### config.mk
export PLATFORM = sky130hd
export DESIGN_NAME = shift4_universal
export DESIGN_NICKNAME = d
export VERILOG_FILES = /design/src/rtl/usr_pkg.sv /design/src/rtl/usr_cell.sv /design/src/rtl/shift4_universal.sv
export SDC_FILE = /design/constraint.sdc
export NUM_CORES = 1
export LEC_CHECK = 0
export ABC_AREA = 1
export CAP_MARGIN = 10
export CORE_AREA = 2 2 39 41
export CTS_CLUSTER_DIAMETER = 40
export DETAILED_ROUTE_END_ITERATION = 6
export DIE_AREA = 0 0 41 43
export PLACE_DENSITY = 0.53
export SLEW_MARGIN = 5
export SYNTH_ARGS = -nofsm -noshare
export SYNTH_HDL_FRONTEND = slang
export SYNTH_SLANG_ARGS = --single-unit
### constraint.sdc
create_clock -name clk -period 0.9 [get_ports clk]
set_input_delay 0.135 -clock clk [delete_from_list [all_inputs] [get_ports clk]]
set_output_delay 0.135 -clock clk [all_outputs]
set_load 0.005 [all_outputs]
### src/rtl/usr_pkg.sv
package usr_pkg;

  typedef enum logic [1:0] {
    MODE_HOLD = 2'b00,
    MODE_DOWN = 2'b01,
    MODE_UP   = 2'b10,
    MODE_LOAD = 2'b11
  } usr_mode_t;

  // Four-way choice made by each stage.
  function automatic logic usr_pick(input usr_mode_t sel,
                                    input logic keep,
                                    input logic from_hi,
                                    input logic from_lo,
                                    input logic ld);
    logic r;
    case (sel)
      MODE_HOLD: r = keep;
      MODE_DOWN: r = from_hi;
      MODE_UP:   r = from_lo;
      default:   r = ld;
    endcase
    return r;
  endfunction

endpackage

### src/rtl/usr_cell.sv
module usr_cell
  import usr_pkg::*;
(
  input  logic      clk,
  input  logic      rst,
  input  usr_mode_t sel,
  input  logic      from_hi,
  input  logic      from_lo,
  input  logic      ld,
  output logic      bit_q
);

  logic nxt;

  always_comb nxt = usr_pick(sel, bit_q, from_hi, from_lo, ld);

  always_ff @(posedge clk) begin
    if (rst) bit_q <= 1'b0;
    else     bit_q <= nxt;
  end

endmodule

### src/rtl/shift4_universal.sv
module shift4_universal
  import usr_pkg::*;
#(
  parameter int WIDTH = 4
) (
  input  logic             clk,
  input  logic             rst,
  input  logic [1:0]       mode,
  input  logic [WIDTH-1:0] par_in,
  input  logic             up_in,
  input  logic             down_in,
  output logic [WIDTH-1:0] q,
  output logic             up_out,
  output logic             down_out
);

  localparam int TOP = WIDTH - 1;

  usr_mode_t  sel;
  logic [TOP:0] hi_src;
  logic [TOP:0] lo_src;

  always_comb sel = usr_mode_t'(mode);

  // Neighbour wiring: downward shift pulls from above, upward from below.
  always_comb begin
    hi_src = {down_in, q[TOP:1]};
    lo_src = {q[TOP-1:0], up_in};
  end

  for (genvar i = 0; i < WIDTH; i++) begin : g_stage
    usr_cell u_cell (
      .clk     (clk),
      .rst     (rst),
      .sel     (sel),
      .from_hi (hi_src[i]),
      .from_lo (lo_src[i]),
      .ld      (par_in[i]),
      .bit_q   (q[i])
    );
  end

  assign up_out   = q[TOP];
  assign down_out = q[0];

  initial begin
    if (WIDTH < 2) $error("WIDTH must be at least 2");
  end

  // synchronous clear beats every mode
  a_r1_reset_clears: assert property (@(posedge clk)
    rst |=> (q == '0));

  // hold keeps the word
  a_r2_hold_keeps: assert property (@(posedge clk) disable iff (rst)
    (mode == 2'b00) |=> (q == $past(q)));

  // downward shift with top fill from down_in
  a_r3_down_shift: assert property (@(posedge clk) disable iff (rst)
    (mode == 2'b01) |=> (q == {$past(down_in), $past(q[TOP:1])}));

  // upward shift with bottom fill from up_in
  a_r4_up_shift: assert property (@(posedge clk) disable iff (rst)
    (mode == 2'b10) |=> (q == {$past(q[TOP-1:0]), $past(up_in)}));

  // load takes the whole parallel word
  a_r5_load_word: assert property (@(posedge clk) disable iff (rst)
    (mode == 2'b11) |=> (q == $past(par_in)));

  // a downward shift moves the old second bit onto down_out
  a_r6_down_out_follows: assert property (@(posedge clk) disable iff (rst)
    (mode == 2'b01) |=> (down_out == $past(q[1])));

endmodule

==> impl_metrics.csv, run 1 <==
group,metric,value,unit
outcome,run_status,"completed",
synthesis,ys_seq_area_share,27.4,%
synthesis,synthSimpleGateAreaFrac,30.8,%
synthesis,synth_nets,56,
placed_design,pre_cts_ws,-0.530,ns
floorplanning,dieWidth,41,µm
floorplanning,row_count,14,
critical_path,end_kind,"register",
floorplanning,pin_count,16,
sta,max_freq,1190,MHz
detailed_routing,num_vias,316,
sta,period_share,93.7,%
cts,cts_max_level,1,
synthesis,synth_area_per_cell,6.81,µm²
cells_and_area,diodes,0,
global_routing,grt_max_degree,9,
detailed_routing,avgViaCountPerCell,4.05,
cells_and_area,top_regs,"g_stage.u_cell.bit_q x4",
critical_path,cp.buffers_inverters,2,
critical_path,crit_path_start_kind,"input pin",
global_routing,overflow,0,
cells_and_area,finalNetCount,77,
cts,cts_tree,"built",
power,peakVddDrop,404,µV
sta,tightest_slew,0.200,ns
global_routing,grt_pass1_vias,250,
power,finalPower,0.631,mW
critical_path,cp.arrival,0.96,ns
global_routing,antenna_found_initial,0,
cts,clk_pin_slew_worst_paths,0.04,ns
floorplanning,core,1380,µm²
critical_path,critical_path_class,"input pin to register",
sta,clock_skew,0.00170,ns
cells_and_area,drive_gt1_share,35.5,%
synthesis,synth_compound_area_share,13.7,%
cells_and_area,top_register,"g_stage.u_cell.bit_q",
critical_path,crit_required,1.02,ns
min_path,min_path_type,"input pin to register",
sta,hold_viol,0,
detailed_routing,wl_per_cell,8.60,µm
synthesis,netlist_area,293,µm²
sta,setup_ws,0.0570,ns
cts,clockBufferDepth,2,
floorplanning,start_util,21.2,%
detailed_routing,drc,0,
critical_path,crit_path_max_fanout,8,
cts,clock_sinks,4,
synthesis,ys_types,9,
global_routing,grt_pass1_wl,1090,µm
critical_path,path_depth,6,
cells_and_area,largest_reg_flops,4,
detailed_routing,drtAntennaViolNets,0,
cells_and_area,area_delta_synth_final,62.8,%
critical_path,cp_slowest_cell,"or2_1",
sta,rsz0062_at_grt,"no",
synthesis,synth_top_family_by_area,"simple AND/OR/NAND/NOR gates",
synthesis,synthAdderAreaFrac,12.8,%
cts,holdBufCountCts,0,
placed_design,hpwl,509,µm
cts,worstSkewPairLatency,0.24,ns
cells_and_area,final_common_cell,"nand2_1",
power,p_leak,0.227,nW
detailed_routing,drt_iter0_drc,2,
detailed_routing,wirelength,671,µm
sta,fin_crit,0.843,ns
cells_and_area,final_cell_mix,"nand2_1 (12), clkdlybuf4s50_1 (7), buf_4 (5)",
synthesis,synth_xor_area_share,0,%
floorplanning,design.die.area,1760,µm²
power,power.density,1320,nW/µm²
synthesis,yosysWarnings,0,
placed_design,io_buffers,15,
sta,max_slew_margin,86.6,%
synthesis,syn-instance-count,43,
critical_path,cpLargestDelayFamily,"simple AND/OR/NAND/NOR gates",
floorplanning,die_y,43,µm
placed_design,place.gp.congestion,0.687,
synthesis,synth_mux_area_share,0,%
placed_design,placed_cells,75,
detailed_routing,dr.pass1.iters,3,
cts,root_buffer,"clkbuf_4",
cts,cts_made_buffers,3,
cells_and_area,post-route-util,34.4,%
critical_path,r2r_cells,5,
synthesis,ys_seq_elements,4,
sta,drv_slew,0,
min_path,min_path_cells,6,
critical_path,critPathMaxStageDelay,0.22,ns
cells_and_area,fin_cells,78,
sta,setup_viol,0,
flow_run,maxCapViolations,0,
critical_path,crit_chain,"clkdlybuf4s15_1 > inv_2 > ha_4 > or2_1 > nand2_1 > a21oi_1",
global_routing,track_usage,10.4,%
-- worst paths after layout --
kind,to,startpoint,slack (ns)
max,g_stage[1].u_cell.bit_q,mode[1],0.06
min,g_stage[3].u_cell.bit_q,mode[0],0.45
min reg2reg,g_stage[0].u_cell.bit_q,g_stage[0].u_cell.bit_q,0.64
max reg2reg,g_stage[0].u_cell.bit_q,g_stage[1].u_cell.bit_q,0.12
-- kinds of logic (layout without fill, tap and decap cells) --
kind of cell	count (synthesis)	count (layout)
adders and majority gates	3	3
buffers and inverters	8	27
DFF	4	4
AOI/OAI and AO/OA	8	8
and+or+nand+nor	20	20
-- per-stage QoR --
step,area [µm²],TNS [ns],hold slack (ns)
5_1_grt,477,0,0.511
2_1_floorplan,305,0,0.319
4_1_cts,494,0,0.564
3_5_place_dp,483,-2.40,0.634
3_3_place_gp,483,-2.33,0.630
6_report,477,0,0.451
-- power by group --
group	switching [mW]	internal, mW	total [mW]
sequential	0.00910	0.198	0.208
clock	0.0853	0.150	0.235
combinational	0.0765	0.111	0.188
-- tightest hold or removal path, stage by stage --
cell,delay [ns]
clkbuf_2,0.09
inv_2,0.07
ha_4,0.17
nand3_1,0.08
nand2_1,0.06
a21oi_1,0.05
-- final cells by class --
cell class,count,area [µm²]
inverters,4,15.0
multi-input cells,31,183
flip-flops and latches,4,83.8
repair buffers,20,153
fillers,157,907
clock buffers,3,22.5
well taps,16,20.0
-- Yosys cell counts --
cell | number | area share, %
buf_4 | 4 | 10
dfxtp_1 | 4 | 27
or2_1 | 4 | 8.5
nand3_1 | 4 | 6.8
a21oi_1 | 4 | 6.8
o21ai_0 | 4 | 6.8
ha_1 | 3 | 13
inv_1 | 4 | 5.1
nand2_1 | 12 | 15
-- layer usage --
metal	global-route usage, %	routed length, µm	vias to the layer above
met3	6.28	44	4
met1	14.7	311	128
met2	8.75	277	11
met5	0	0	-
li1	-	-	173
met4	12.0	37	0
-- timing repair --
action / CTS / global route
hold endpoints to repair: 0 / 0
setup endpoints to repair: 10 / 7
gates cloned: 0 / 0
resized for setup: 26 / 6
pin swaps: 1 / 1
buffers inserted: 0 / 0
(Power assumes the default switching activity.)
==> inputs of run 2 (changes only) <==
Settings changed: CTS_BUF_LIST from default to sky130_fd_sc_hd__clkbuf_4 sky130_fd_sc_hd__clkbuf_8.
==> results of run 2 <==
The final DEF is identical to that of run 1; final timing and power are the same.
==> inputs of run 3 (changes only) <==
Settings changed: CAP_MARGIN 10 to 40.
==> results of run 3 <==
The final DEF is identical to that of run 1; final timing and power are the same.
